**src/rtl/usp_pkg.sv**
```systemverilog
package usp_pkg;
  // Width of one n+1 encoded ratio field.
  localparam int unsigned USP_FIELD_W = 8;
  // Width of the free-running microsecond counter.
  localparam int unsigned USP_COUNT_W = 32;
  // Reset ratio: 12 clocks per tick, 1 tick per period.
  localparam logic [2*USP_FIELD_W-1:0] USP_RESET_CFG = 16'h000B;
endpackage

```
**src/rtl/usp_cfg_reg.sv**
```systemverilog
module usp_cfg_reg #(
  parameter int unsigned FIELD_W = 8,
  parameter logic [2*FIELD_W-1:0] RESET_CFG = 16'h000B
) (
  input  logic                 clk,
  input  logic                 rst_n,
  input  logic                 we,
  input  logic [2*FIELD_W-1:0] wdata,
  output logic [2*FIELD_W-1:0] cfg_q,
  output logic                 accept,
  output logic [FIELD_W:0]     num,
  output logic [FIELD_W:0]     den
);
  localparam int unsigned CFG_W = 2 * FIELD_W;
  localparam logic [FIELD_W:0] ONE = 1;

  logic [FIELD_W:0]   wr_num;
  logic [FIELD_W:0]   wr_den;
  logic [FIELD_W+1:0] wr_num_x2;
  logic [FIELD_W+1:0] wr_den_ext;

  // Decode the candidate ratio; reject settings faster than one tick per two clocks.
  assign wr_num     = {1'b0, wdata[CFG_W-1:FIELD_W]} + ONE;
  assign wr_den     = {1'b0, wdata[FIELD_W-1:0]} + ONE;
  assign wr_num_x2  = {wr_num, 1'b0};
  assign wr_den_ext = {1'b0, wr_den};
  assign accept     = we && (wr_num_x2 <= wr_den_ext);

  always_ff @(posedge clk) begin
    if (!rst_n) begin
      cfg_q <= RESET_CFG;
    end else if (accept) begin
      cfg_q <= wdata;
    end
  end

  assign num = {1'b0, cfg_q[CFG_W-1:FIELD_W]} + ONE;
  assign den = {1'b0, cfg_q[FIELD_W-1:0]} + ONE;

  // a rejected write leaves the setting untouched.
  p_reject_hold_r6: assert property (@(posedge clk) disable iff (!rst_n)
    (we && !accept) |=> $stable(cfg_q));

  // an accepted word is visible on the next cycle.
  p_accept_load_r9: assert property (@(posedge clk) disable iff (!rst_n)
    accept |=> (cfg_q == $past(wdata)));
endmodule

```
**src/rtl/usp_frac_accum.sv**
```systemverilog
module usp_frac_accum #(
  parameter int unsigned FIELD_W = 8
) (
  input  logic             clk,
  input  logic             rst_n,
  input  logic             clear,
  input  logic             freeze,
  input  logic [FIELD_W:0] num,
  input  logic [FIELD_W:0] den,
  output logic             emit,
  output logic             tick_q
);
  localparam int unsigned ACC_W = FIELD_W + 2;

  logic [ACC_W-1:0] acc_q;
  logic [ACC_W-1:0] sum;
  logic [ACC_W-1:0] den_ext;
  logic [ACC_W-1:0] acc_next;
  logic             hit;

  always_comb begin
    den_ext  = {1'b0, den};
    sum      = acc_q + {1'b0, num};
    hit      = (sum >= den_ext);
    acc_next = hit ? (sum - den_ext) : sum;
  end

  // Tick reaches the counter on the same edge that raises tick_q.
  assign emit = hit && !freeze && !clear;

  always_ff @(posedge clk) begin
    if (!rst_n) begin
      acc_q  <= '0;
      tick_q <= 1'b0;
    end else if (clear) begin
      acc_q  <= '0;
      tick_q <= 1'b0;
    end else begin
      acc_q  <= acc_next;
      tick_q <= hit && !freeze;
    end
  end

  // no two ticks in a row.
  p_no_back2back_r5: assert property (@(posedge clk) disable iff (!rst_n)
    tick_q |=> !tick_q);

  // the phase always stays below one full period.
  p_phase_bound_r3: assert property (@(posedge clk) disable iff (!rst_n)
    acc_q < den_ext);

  // an accepted write zeroes the phase and yields no tick.
  p_clear_phase_r4: assert property (@(posedge clk) disable iff (!rst_n)
    clear |=> (acc_q == '0 && !tick_q));

  // freeze masks the tick.
  p_freeze_quiet_r8: assert property (@(posedge clk) disable iff (!rst_n)
    freeze |=> !tick_q);
endmodule

```
**src/rtl/usp_us_counter.sv**
```systemverilog
module usp_us_counter #(
  parameter int unsigned COUNT_W = 32
) (
  input  logic               clk,
  input  logic               rst_n,
  input  logic               inc,
  output logic [COUNT_W-1:0] cnt_q
);
  localparam logic [COUNT_W-1:0] STEP = 1;

  always_ff @(posedge clk) begin
    if (!rst_n) begin
      cnt_q <= '0;
    end else if (inc) begin
      cnt_q <= cnt_q + STEP;
    end
  end

  // one step per tick.
  p_count_step_r7: assert property (@(posedge clk) disable iff (!rst_n)
    inc |=> (cnt_q == $past(cnt_q) + STEP));

  // hold when no tick is passed on.
  p_count_hold_r8: assert property (@(posedge clk) disable iff (!rst_n)
    !inc |=> $stable(cnt_q));
endmodule

```
**src/rtl/usec_tick_prescaler.sv**
```systemverilog
module usec_tick_prescaler
  import usp_pkg::*;
#(
  parameter int unsigned FIELD_W = USP_FIELD_W,
  parameter int unsigned COUNT_W = USP_COUNT_W,
  parameter logic [2*FIELD_W-1:0] RESET_CFG = USP_RESET_CFG
) (
  input  logic                 clk,
  input  logic                 rst_n,
  input  logic                 cfg_we,
  input  logic [2*FIELD_W-1:0] cfg_wdata,
  output logic [2*FIELD_W-1:0] cfg_rdata,
  input  logic                 freeze,
  output logic                 tick,
  output logic [COUNT_W-1:0]   usec_count
);
  logic             accept;
  logic [FIELD_W:0] num;
  logic [FIELD_W:0] den;
  logic             emit;

  usp_cfg_reg #(.FIELD_W(FIELD_W), .RESET_CFG(RESET_CFG)) u_cfg (
    .clk(clk), .rst_n(rst_n), .we(cfg_we), .wdata(cfg_wdata),
    .cfg_q(cfg_rdata), .accept(accept), .num(num), .den(den)
  );

  usp_frac_accum #(.FIELD_W(FIELD_W)) u_acc (
    .clk(clk), .rst_n(rst_n), .clear(accept), .freeze(freeze),
    .num(num), .den(den), .emit(emit), .tick_q(tick)
  );

  usp_us_counter #(.COUNT_W(COUNT_W)) u_cnt (
    .clk(clk), .rst_n(rst_n), .inc(emit), .cnt_q(usec_count)
  );

  // the counter moves exactly in the cycles the tick is high.
  p_tick_moves_count_r7: assert property (@(posedge clk) disable iff (!rst_n)
    tick |-> (usec_count != $past(usec_count)));

  // reset state is visible on the first cycle after reset.
  p_reset_state_r1: assert property (@(posedge clk)
    !rst_n |=> (cfg_rdata == RESET_CFG && usec_count == '0 && !tick));
endmodule

```
**config.mk**
```make
export PLATFORM = sky130hd
export DESIGN_NAME = usec_tick_prescaler
export DESIGN_NICKNAME = d
export VERILOG_FILES = /design/src/rtl/usp_pkg.sv /design/src/rtl/usp_cfg_reg.sv /design/src/rtl/usp_frac_accum.sv /design/src/rtl/usp_us_counter.sv /design/src/rtl/usec_tick_prescaler.sv
export SDC_FILE = /design/constraint.sdc
export NUM_CORES = 1
export LEC_CHECK = 0
export ABC_AREA = 1
export BUFFER_PORTS_ARGS = -buffer_cell sky130_fd_sc_hd__buf_2
export CORE_ASPECT_RATIO = 1.5
export CORE_UTILIZATION = 35
export DETAILED_ROUTE_END_ITERATION = 10
export PLACE_DENSITY = 0.58
export SYNTH_ARGS = -nofsm -noshare
export SYNTH_HDL_FRONTEND = slang
export SYNTH_SLANG_ARGS = --single-unit
```
**constraint.sdc**
```tcl
create_clock -name clk -period 5.7 [get_ports clk]
set_clock_uncertainty 0.05 [all_clocks]
set_input_delay 0.855 -clock clk [delete_from_list [all_inputs] [get_ports clk]]
set_output_delay 0.855 -clock clk [all_outputs]
set_load 0.02 [all_outputs]
```
==> impl_metrics.yaml <==
status:
  status: "finished, final reports clean"
floorplan:
  fp.dieH_um: 139
  fp-row-count: 49
  die_w_um: 93.3
  die_area_um2: 13000
  core_um2: 12100
  design.portCount: 69
  start_util_pct: 36.3
worst_setup_path:
  r2r_cells: 22
  worstSetupPathType: "reg -> reg"
  cp_max_fo: 48
  worstSetupStartpointType: "flip-flop"
  crit_path_end_kind: "flip-flop"
  worstPathRequired_ps: 5830
  worstPathArrival_ps: 4240
clock_tree:
  ctsResizeCount: 0
  cts_tree: "built"
  clk_latency_ps: 330
  path_clk_slew_ps: 50
  cts_buffer_depth: 2
  cts-root-buf: "clkbuf_16"
  h-tree-depth: 3
  ctsHoldBuffers: 0
  numCtsBuffers: 9
  clock_sinks: 59
  cts_setup_buffers: 0
finish:
  drive_gt1_share_pct: 14.8
  fillers: 1272
  area_growth_pct: 15.6
  fin_nets: 743
  antenna_cells: 0
synthesis:
  synth_edf_count: 0
  synth.area.top_cells: "dfxtp_1, nand2_1, ha_1, a21oi_1, xor2_1"
  ys_seq_area_share_pct: 27.0
  synth_top_area_share_pct: 27.0
  synthArstFlopShare_pct: 0
  syn_inst: 634
  synth-main-ff-cell: "dfxtp_1"
  synth_area_um2: 4380
  synth_top_area_cell: "dfxtp_1"
  synth_nets: 684
  synth_seq_cells: 59
  syn_avg_cell_area_um2: 6.91
  yosys_warnings: 0
  ys_types: 40
routing:
  viasPerCell: 5.16
  ant_nets: 0
  finalWirelength_um: 12600
  wl_per_cell_um: 14.8
  drtPass1Iterations: 4
  drt_first_iter_violations: 161
  drc_errors: 0
  via_count: 4389
timing:
  maxSlewHeadroom_pct: 30.8
  setup_violations: 0
  rsz0062_at_grt: "no"
  finalSetupTns_ps: 0
  worst_slew_pin_slew_ps: 1030
  fin_crit_sh_pct: 72.1
  period_needed_ps: 4110
  clock.fmax_mhz: 243
  final_max_slew_viol_count: 0
  finalHoldViolCount: 0
power:
  finalPower_w: 0.00180
  p_switching_w: 0.000770
  peakVddDrop_v: 0.000207
  power_density_nw_per_um2: 356
  p_sw_share_pct: 42.7
  seq_power_share_pct: 26.7
  p_leak_nw: 2.17
  pwr-share-comb_pct: 45.3
  pwr-share-clk_pct: 27.9
  p_int_w: 0.00103
placed_design:
  routabilityCongestion: 0.878
  hpwl_um: 9650
  io_buffer_count: 68
hold_path:
  hold_path.class: "reg -> reg"
  hold_depth: 2
grt:
  grt_pass1_wl_um: 20600
  grt_max_degree: 56
  grt_overflow: 0
  antenna_found_initial: 0
  groute.usage.overall_pct: 20.0
  first_global_vias: 4353
job:
  drv_cap: 0
==> cells in the mapped netlist, types with 2 or more instances <==
library cell / n
a21oi_1: 55
a21oi_2: 2
nor2_2: 2
buf_8: 2
a211oi_2: 2
nand3b_1: 8
inv_1: 56
nor3_1: 18
xor2_1: 31
ha_1: 28
xnor2_1: 23
nand2_1: 146
nand2_4: 2
o211ai_1: 3
nor2_1: 65
nand3_2: 2
nand4_1: 43
clkbuf_1: 9
o21ai_1: 3
nand3_1: 26
nand3_4: 2
dfxtp_1: 59
nand2_2: 3
fa_1: 2
a31oi_1: 3
o21ai_0: 19
buf_2: 7
==> placed cells by master (no fill, tap or decap), types with 8 or more instances in the layout <==
cell type / netlist / routed
inv_1: 56 / 56
xnor2_1: 23 / 23
nor3_1: 18 / 18
nand4_1: 43 / 43
a21oi_1: 55 / 55
nand2_1: 146 / 146
clkbuf_16: 0 / 9
buf_2: 7 / 68
nand3b_1: 8 / 8
nand3_1: 26 / 26
nor2_1: 65 / 65
xor2_1: 31 / 31
dfxtp_1: 59 / 59
o21ai_0: 19 / 19
ha_1: 28 / 28
==> per-stage QoR <==
| step | utilization, % | instance area (µm²) | hold WS [ps] | std cells | setup slack [ps] |
|---|---|---|---|---|---|
| floorplan | - | 4380 | 505 | 634 | 2490 |
| global placement | 39.6 | 4780 | 427 | 835 | 1530 |
| detailed placement | 39.6 | 4780 | 437 | 835 | 1460 |
| CTS | 41.9 | 5060 | 445 | 851 | 1570 |
| global route | 41.9 | 5060 | 485 | 851 | 1130 |
| finish | 41.9 | 5060 | 444 | 851 | 1590 |
==> cell families (layout without fill, tap and decap cells) <==
group                      count (synthesis)  after routing  synth area share (%)
and+or+nand+nor                          321            321                  33.8
AOI/OAI and AO/OA                         91             91                  11.4
buffers and inverters                     79            143                  8.11
DFF                                       59             59                  27.0
xor gates and xnor gates                  54             54                  10.8
adders and majority gates                 30             30                  8.91
==> power by group through the flow <==
stage / logic (W) / registers, W / clock network, W
CTS: 0.000823 / 0.000482 / 0.000517
global placement: 0.000802 / 0.000491 / 0
detailed placement: 0.000818 / 0.000491 / 0
floorplan: 0.000730 / 0.000503 / 0
finish: 0.000817 / 0.000482 / 0.000504
global route: 0.000928 / 0.000486 / 0.000536
==> registers in the layout, indices dropped and copies added (netlist names) <==
name / count
u_cnt.cnt_q: 32
u_cfg.cfg_q: 16
u_acc.tick_q: 1
u_acc.acc_q: 10
==> routing by layer <==
layer	track usage (%)	up-vias	routed length, µm
met4	9.55	0	433
met3	3.40	30	492
met5	0	-	0
met2	37.4	114	6850
met1	21.1	2010	4850
li1	-	2235	-
==> worst max-delay path, stage by stage (launching register included) <==
cell	delay (ps)
dfxtp_1	330
inv_1	90
ha_1	230
fa_1	400
inv_1	70
nand2_1	50
nand2_1	120
nand2_1	100
nor2_1	110
nor2_1	70
xnor2_1	150
ha_1	360
nand2_1	120
nor2_1	150
nand2_1	70
nand3_1	100
inv_1	60
nand2_1	100
nand3_4	90
nand2_4	400
nand3_4	440
nand2_1	210
a21oi_2	70
==> path summary, 6_finish.rpt <==
check	startpoint	to	slack, ps
setup / recovery	u_cfg.cfg_q[8]	u_cnt.cnt_q[19]	1590
hold / removal	u_cnt.cnt_q[31]	u_cnt.cnt_q[31]	440
setup reg to reg	u_cfg.cfg_q[8]	u_cnt.cnt_q[19]	1590
hold reg to reg	u_cnt.cnt_q[31]	u_cnt.cnt_q[31]	440
==> cell type report <==
class	instances	area [µm²]	share of cell area, %
clock buffer	10	239	4.72
clock inverter	6	41.3	0.816
inverter	58	218	4.30
multi-input combinational	496	2840	56.2
sequential	59	1180	23.3
tap	153	191	3.78
timing repair buffer	69	348	6.87
No activity file was read; power rests on OpenSTA's default activity.
